### config.mk
export PLATFORM = sky130hd
export DESIGN_NAME = adc_result_buffer
export DESIGN_NICKNAME = d
export VERILOG_FILES = /design/src/rtl/adc_result_buffer_pkg.sv /design/src/rtl/adc_result_buffer_ctrl.sv /design/src/rtl/adc_result_buffer_dp.sv /design/src/rtl/adc_result_buffer.sv
export SDC_FILE = /design/constraint.sdc
export NUM_CORES = 1
export LEC_CHECK = 0
export CORE_AREA = 4 4 119 92
export CTS_BUF_LIST = sky130_fd_sc_hd__clkbuf_8
export CTS_CLUSTER_DIAMETER = 60
export CTS_CLUSTER_SIZE = 28
export DETAILED_ROUTE_END_ITERATION = 16
export DIE_AREA = 0 0 123 96
export GPL_TIMING_DRIVEN = 0
export PLACE_DENSITY = 0.78
export RECOVER_POWER = 100
export SLEW_MARGIN = 10
export SYNTH_ARGS = -nofsm -noshare
export SYNTH_HDL_FRONTEND = slang
export SYNTH_HIERARCHICAL = 1
export SYNTH_SLANG_ARGS = --single-unit
### constraint.sdc
create_clock -name clk -period 3.49 [get_ports clk]
set_input_delay 0.5235 -clock clk [delete_from_list [all_inputs] [get_ports clk]]
set_output_delay 0.5235 -clock clk [all_outputs]
set_load 0.01 [all_outputs]
### src/rtl/adc_result_buffer_pkg.sv
package adc_result_buffer_pkg;

  localparam int MaxDepth = 16;
  localparam int SlotIdxW = 4;
  localparam int CountW   = 5;

  typedef struct packed {
    logic                wrEn;
    logic [SlotIdxW-1:0] wrAddr;
  } bufStrobe_t;

  function automatic logic [CountW-1:0] countTarget(input logic [CountW-1:0] field);
    return (field >= CountW'(15)) ? CountW'(16) : field + CountW'(1);
  endfunction

endpackage

### src/rtl/adc_result_buffer_ctrl.sv
module adc_result_buffer_ctrl
  import adc_result_buffer_pkg::*;
#(
  parameter int DEPTH  = 8,
  parameter int ADDR_W = $clog2(DEPTH)
) (
  input  logic                     clk,
  input  logic                     rst_n,
  input  logic                     resValid,
  input  logic [ADDR_W-1:0]        resChan,
  input  logic [CountW-1:0]        cfgCount,
  input  logic                     cfgChanMode,
  input  logic                     flagClear,
  output bufStrobe_t               strobe,
  output logic                     intFlag
);

  logic [CountW-1:0] cfgCountQ;
  logic              cfgModeQ;
  logic [ADDR_W-1:0] wrPtr;
  logic [CountW-1:0] convCount;

  logic              cfgChange;
  logic [CountW-1:0] target;
  logic [CountW-1:0] targetQ;
  logic [ADDR_W-1:0] basePtr;
  logic [CountW-1:0] baseCnt;
  logic              batchDone;
  logic [ADDR_W-1:0] ptrInc;
  logic [ADDR_W-1:0] wrAddrSel;

  always_comb begin
    target    = countTarget(cfgCount);
    targetQ   = countTarget(cfgCountQ);
    cfgChange = (cfgCount != cfgCountQ) || (cfgChanMode != cfgModeQ);
    basePtr   = cfgChange ? '0 : wrPtr;
    baseCnt   = cfgChange ? '0 : convCount;
    batchDone = resValid && ((baseCnt + CountW'(1)) == target);
    ptrInc    = (basePtr == ADDR_W'(DEPTH - 1)) ? '0 : basePtr + ADDR_W'(1);
    wrAddrSel = cfgChanMode ? resChan : basePtr;
  end

  always_comb begin
    strobe        = '0;
    strobe.wrEn   = resValid;
    strobe.wrAddr = SlotIdxW'(wrAddrSel);
  end

  always_ff @(posedge clk or negedge rst_n) begin
    if (!rst_n) begin
      cfgCountQ <= '0;
      cfgModeQ  <= 1'b0;
    end else begin
      cfgCountQ <= cfgCount;
      cfgModeQ  <= cfgChanMode;
    end
  end

  always_ff @(posedge clk or negedge rst_n) begin
    if (!rst_n) begin
      wrPtr     <= '0;
      convCount <= '0;
    end else if (batchDone) begin
      wrPtr     <= '0;
      convCount <= '0;
    end else if (resValid) begin
      wrPtr     <= ptrInc;
      convCount <= baseCnt + CountW'(1);
    end else begin
      wrPtr     <= basePtr;
      convCount <= baseCnt;
    end
  end

  always_ff @(posedge clk or negedge rst_n) begin
    if (!rst_n)         intFlag <= 1'b0;
    else if (batchDone) intFlag <= 1'b1;
    else if (flagClear) intFlag <= 1'b0;
  end

  assert_count_below_target_R2: assert property (@(posedge clk) disable iff (!rst_n)
    convCount < targetQ);

  assert_restart_after_event_R4: assert property (@(posedge clk) disable iff (!rst_n)
    batchDone |=> (wrPtr == '0) && (convCount == '0));

  assert_set_wins_R8: assert property (@(posedge clk) disable iff (!rst_n)
    batchDone |=> intFlag);

  assert_flag_sticky_R8: assert property (@(posedge clk) disable iff (!rst_n)
    (intFlag && !flagClear) |=> intFlag);

  assert_cfg_restart_R9: assert property (@(posedge clk) disable iff (!rst_n)
    (cfgChange && !resValid) |=> (wrPtr == '0) && (convCount == '0));

endmodule

### src/rtl/adc_result_buffer_dp.sv
module adc_result_buffer_dp
  import adc_result_buffer_pkg::*;
#(
  parameter int DEPTH  = 8,
  parameter int DATA_W = 12,
  parameter int ADDR_W = $clog2(DEPTH)
) (
  input  logic              clk,
  input  logic              rst_n,
  input  bufStrobe_t        strobe,
  input  logic [DATA_W-1:0] wrData,
  input  logic [ADDR_W-1:0] rdAddr,
  output logic [DATA_W-1:0] rdData
);

  localparam bit FullRange = (DEPTH == (1 << ADDR_W));

  logic [DATA_W-1:0] slots [DEPTH];
  logic [ADDR_W-1:0] wrIdx;

  assign wrIdx = strobe.wrAddr[ADDR_W-1:0];

  for (genvar i = 0; i < DEPTH; i++) begin : g_slot
    always_ff @(posedge clk or negedge rst_n) begin
      if (!rst_n)                                   slots[i] <= '0;
      else if (strobe.wrEn && wrIdx == ADDR_W'(i))  slots[i] <= wrData;
    end
  end

  if (FullRange) begin : g_rd_full
    assign rdData = slots[rdAddr];
  end else begin : g_rd_guard
    assign rdData = (int'(rdAddr) < DEPTH) ? slots[rdAddr] : '0;
  end

  assert_write_lands_R10: assert property (@(posedge clk) disable iff (!rst_n)
    (strobe.wrEn && int'(wrIdx) < DEPTH) |=> slots[$past(wrIdx)] == $past(wrData));

endmodule

### src/rtl/adc_result_buffer.sv
module adc_result_buffer
  import adc_result_buffer_pkg::*;
#(
  parameter int DEPTH  = 8,
  parameter int DATA_W = 12,
  localparam int ADDR_W = $clog2(DEPTH)
) (
  input  logic              clk,
  input  logic              rst_n,
  input  logic              resValid,
  input  logic [DATA_W-1:0] resData,
  input  logic [ADDR_W-1:0] resChan,
  input  logic [4:0]        cfgCount,
  input  logic              cfgChanMode,
  input  logic              intEnable,
  input  logic              flagClear,
  input  logic [ADDR_W-1:0] rdAddr,
  output logic [DATA_W-1:0] rdData,
  output logic              intFlag,
  output logic              intReq
);

  bufStrobe_t strobe;

  adc_result_buffer_ctrl #(.DEPTH(DEPTH), .ADDR_W(ADDR_W)) u_ctrl (
    .clk(clk), .rst_n(rst_n), .resValid(resValid), .resChan(resChan),
    .cfgCount(cfgCount), .cfgChanMode(cfgChanMode), .flagClear(flagClear),
    .strobe(strobe), .intFlag(intFlag)
  );

  adc_result_buffer_dp #(.DEPTH(DEPTH), .DATA_W(DATA_W), .ADDR_W(ADDR_W)) u_dp (
    .clk(clk), .rst_n(rst_n), .strobe(strobe), .wrData(resData),
    .rdAddr(rdAddr), .rdData(rdData)
  );

  assign intReq = intFlag & intEnable;

  assert_req_follows_flag_R7: assert property (@(posedge clk) disable iff (!rst_n)
    (intEnable && $rose(intFlag)) |-> intReq);

endmodule

[Word-level counts from Yosys, hierarchy flattened]
Cells that the tools add are included.
Word-level totals
  register bits after elaboration: 111
  output and inout bits: 14
Operators by class
  bitwise operators: 2
  magnitude comparators: 2
  eq/ne operators: 11
  reductions and logical operators: 12
  mux-type cells: 14
  $add $sub $neg: 3
Operators by type and width (count)
  $bmux 12 s3: 1
  $mux 12: 2
  $mux 5: 4
  $eq 3x3->1 const B: 5
  $mux 3: 5
  $add 5x1->5 const B: 2
  $logic_and 1x1->1: 9
  $eq 3x2->1 const B: 2
  $eq 5x5->1: 1
  $ge 5x4->1 const B: 1
  $ne 5x5->1: 1
  $ge 4x4->1 const B: 1
  $not 3->4: 1
  $add 3x1->3 const B: 1
  $eq 3x1->1 const B: 1
  $logic_not 3->1: 1
  $mux 1: 2
  $reduce_bool 2->1: 1
  $and 1x1->1: 1
  $logic_or 1x1->1: 1
  $ne 1x1->1: 1

[Depth between registers and ports, before layout]
  depth in word-level cells: 7
  mapped depth: 9

[Hierarchy]
The synthesis kept the hierarchy.
By module, submodules not included
  adc_result_buffer_dp: instances 1, area each 4414.2 sq um, cells each 251, seq. area each 2402.3 sq um
  adc_result_buffer_ctrl: instances 1, area each 1062.3 sq um, cells each 100, seq. area each 375.4 sq um
  adc_result_buffer: instances 1, area each 6.3 sq um, cells each 1, seq. area each 0.0 sq um

[Worst setup path after synthesis]
Ideal clock, no wire load.
  path type: input -> register
  start point: in cfgCount[1]
  end point: reg u_ctrl.convCount[1]
  arrival: 2.511 ns
  buffers on the path: 0
  path slack: 0.833 ns
  library setup time: 0.146 ns
  stages on the path: 9
  cells stage by stage: xor2_1 > nor4_4 > and3_1 > ha_1 > nand3_1 > xnor2_1 > nand4_1 > a221oi_4 > a22oi_1
On the way
  cells in the longest elaborated chain, start to end: 7
RTL lines
  start: declaration: RTL line adc_result_buffer.sv:13  | input logic [4:0] cfgCount,
  $ne 5x5->1: RTL line adc_result_buffer_ctrl.sv:35  | cfgChange = (cfgCount != cfgCountQ) || (cfgChanMode != cfgModeQ);
  $logic_or 1x1->1: RTL line adc_result_buffer_ctrl.sv:35
  $mux 5: RTL line adc_result_buffer_ctrl.sv:37  | baseCnt = cfgChange ? '0 : convCount;
  $add 5x1->5: RTL line adc_result_buffer_ctrl.sv:38, adc_result_buffer_ctrl.sv:68
  $eq 5x5->1: RTL line adc_result_buffer_ctrl.sv:38  | batchDone = resValid && ((baseCnt + CountW'(1)) == target);
  $logic_and 1x1->1: RTL line adc_result_buffer_ctrl.sv:38
  $mux 5 *: RTL line adc_result_buffer_ctrl.sv:63  | end else if (batchDone) begin
  end signal: assignment: RTL line adc_result_buffer_ctrl.sv:68  | convCount <= baseCnt + CountW'(1);
  end signal: assignment: RTL line adc_result_buffer_ctrl.sv:71  | convCount <= baseCnt;
  end: declaration: RTL line adc_result_buffer_ctrl.sv:21  | logic [CountW-1:0] convCount;
Mark *: on every way between the ends. The rest lies on a longest branch, timed or not.
A chain may end at the register's enable or synchronous reset.

[Final worst setup path]
  start point: in cfgCount[4]
  end point: reg u_ctrl.convCount[1]
The elaborated chain is that of the path after synthesis.

==> flow_summary.ini <==
[yosys]
avgSynthCellArea_um2 = 15.6
synthCells = 350
yosys_warnings = 6
netlist_area_um2 = 5470
syn_nets = 383

[final_layout]
fillers = 702
post-route-util = 0.644
area_growth_pct = 13.7
final_area_um2 = 6220
diodes = 0
drive_above_1_share = 0.379
nets = 437
instances_no_fill = 538

[worst_setup_path]
start_kind = input pin
crit_path_end_kind = register
rr_worst_depth = 10
cp_data_arrival_time_ns = 3.58
reg2reg_to = u_ctrl/convCount[1]
cp_max_fo = 7
crit_required_ns = 3.71
cpMaxStageDelayCell = dlygate4sd3_1
critical_path.cell_chain = dlygate4sd3_1, xor2_2, nor4_4, and3_1, ha_1, nand3_1, xnor2_1, nand4_1, a221oi_4, buf_4, a22oi_1
timing.rr.start = u_ctrl/cfgModeQ
slowest_delay_ns = 0.64
r2r_setup_slack_ns = 0.52
worstSetupPathType = input pin to register

[route]
wl_met2_mm = 4.94
num_vias = 3198
wl_mm = 11.0
via_per_inst = 5.94
wl_met3_um = 507
antenna_left = 0
highest-signal-layer = met4
dr.first_iter.drc_count = 195
wire_per_inst_um = 20.4
drcViolationCount = 0
drtPass1Iterations = 5
routedLengthMet1_mm = 5.46

[power]
pwr-share-clk = 0.233
cell_internal_pwr_mw = 2.27
power_frac_comb = 0.221
p_total_mw = 3.02
switchingPower_uw = 752
power.density_nw_per_um2 = 486
peakVddDrop_mv = 0.244
leakage_nw = 2.74
switching_share = 0.249
seqPwrFrac = 0.546

[die]
core_region_area_um2 = 9660
placementRows = 31
start_util = 0.567
io_pins = 43
die_y_um = 96
chipWidth_um = 123
dieArea_um2 = 11800

[clocking]
cts.path.max_buffers = 2
clk_pin_slew_ns = 0.09
clock_latency_ns = 0.36
cts_buffers = 9
root_buffer = clkbuf_8
cts.htree.levels = 3
cts_hold_buf = 0
cts_tree = done
clock_sinks = 111

[global_routing]
grt_overflow = 0
grt_usage = 0.201
grt_max_degree = 80
grt_antenna_before_repair = 0
grt_pass1_vias = 3303
grt_pass1_wl_mm = 17.6

[sta]
finalHoldViolCount = 0
fmax_mhz = 298
drv_slew = 34
setup_viol = 0
tightestPinTransition_ns = 1.78
relSlewSlack = -0.188
fin_crit_sh = 0.960
layout_min_cycle_time_ns = 3.35
rsz0062_at_grt = false
skew_ns = 0.00990
holdWs_ns = 0.504

[placement]
io_buffer_count = 40
place_inst = 523
dpl.hpwl_mm = 7.30
postPlaceCellArea_um2 = 6070
gp_congestion = 0.751

[min_path]
worstHoldEndpoint = u_dp/slots[53]
hold_depth = 1
worstHoldStart = u_dp/slots[53]
hp-class = register to register

[run_status]
violations = capacitance limit, slew limit
status = finished with violations

[flow_run]
maxCapViolCount = 1
==> power groups by stage <==
stage	clock (mW)	sequential (mW)	combinational, mW
final	0.703	1.65	0.670
after detailed placement	0	1.68	0.691
after global routing	0.782	1.68	0.728
after CTS	0.734	1.65	0.694
after global placement	0	1.66	0.662
after floorplan	0	1.63	0.473
==> sequential cells by signal, indices dropped and copies added (netlist names) <==
register	flops
u_ctrl/wrPtr	3
u_ctrl/cfgCountQ	5
u_ctrl/convCount	5
u_dp/slots	96
u_ctrl/intFlag	1
u_ctrl/cfgModeQ	1
==> layer usage <==
metal | vias to the layer above | global-route usage
met3 | 14 | 0.0423
met5 | - | 0
met2 | 78 | 0.308
li1 | 1456 | -
met4 | 0 | 0.0479
met1 | 1650 | 0.297
==> metrics by stage <==
stage                     TNS (ns)  setup WS (ns)
final                            0          0.139
after global routing             0       0.000759
after CTS                        0          0.169
after detailed placement     -4.14         -0.238
after global placement     -242.03          -2.17
after floorplan                  0          0.833
==> final cells by class <==
class                           instances  area [µm²]  share of cell area
Clock inverter                          4        42.5             0.00684
Sequential cell                       111        2780               0.446
Clock buffer                            9         124              0.0199
Timing Repair Buffer                   43         417              0.0670
Buffer                                 17         101              0.0163
Tap cell                              132         165              0.0265
Inverter                                4        15.0             0.00241
Multi-Input combinational cell        218        2580               0.415
==> worst max path at each step <==
stage,from,to,slack (ns),cells after the start
after floorplan,cfgCount[1],u_ctrl/convCount[1],0.83,9
after global placement,rst_n,u_dp/slots[76],-2.17,1
after detailed placement,cfgCount[1],u_ctrl/convCount[1],-0.24,10
after CTS,cfgCount[1],u_ctrl/convCount[1],0.17,10
after global routing,cfgCount[4],u_ctrl/convCount[1],0.0008,11
final,cfgCount[4],u_ctrl/convCount[1],0.14,11
==> critical path: cells and delay by family <==
family,cells,cell delay [ns]
AO/OA/AOI/OAI,2,0.45
XOR/XNOR,2,0.49
adder cells (fa/ha/maj),1,0.24
buffers and inverters,2,0.85
AND/OR/NAND/NOR,4,1.03
==> timing repair <==
action,4_1_cts,5_1_grt
setup endpoints to repair,0,19
resized for setup,0,1
setup buffers,0,2
endpoints found under the hold margin,0,0
==> cells in the final DEF (no fill, tap or decap), drive strengths merged, types with 3 or more instances in the layout <==
cell type / instances
dfrtp: 111
mux2: 110
mux4: 24
clkdlybuf4s50: 23
clkbuf: 22
dlygate4sd3: 16
xor2: 11
buf: 8
nand2: 7
inv: 6
a21oi: 6
and3: 6
nand3: 5
xnor2: 5
nand4: 5
ha: 4
and4bb: 3
nand4b: 3
nor2: 3
Note: power is estimated with default switching activity, not from simulation.
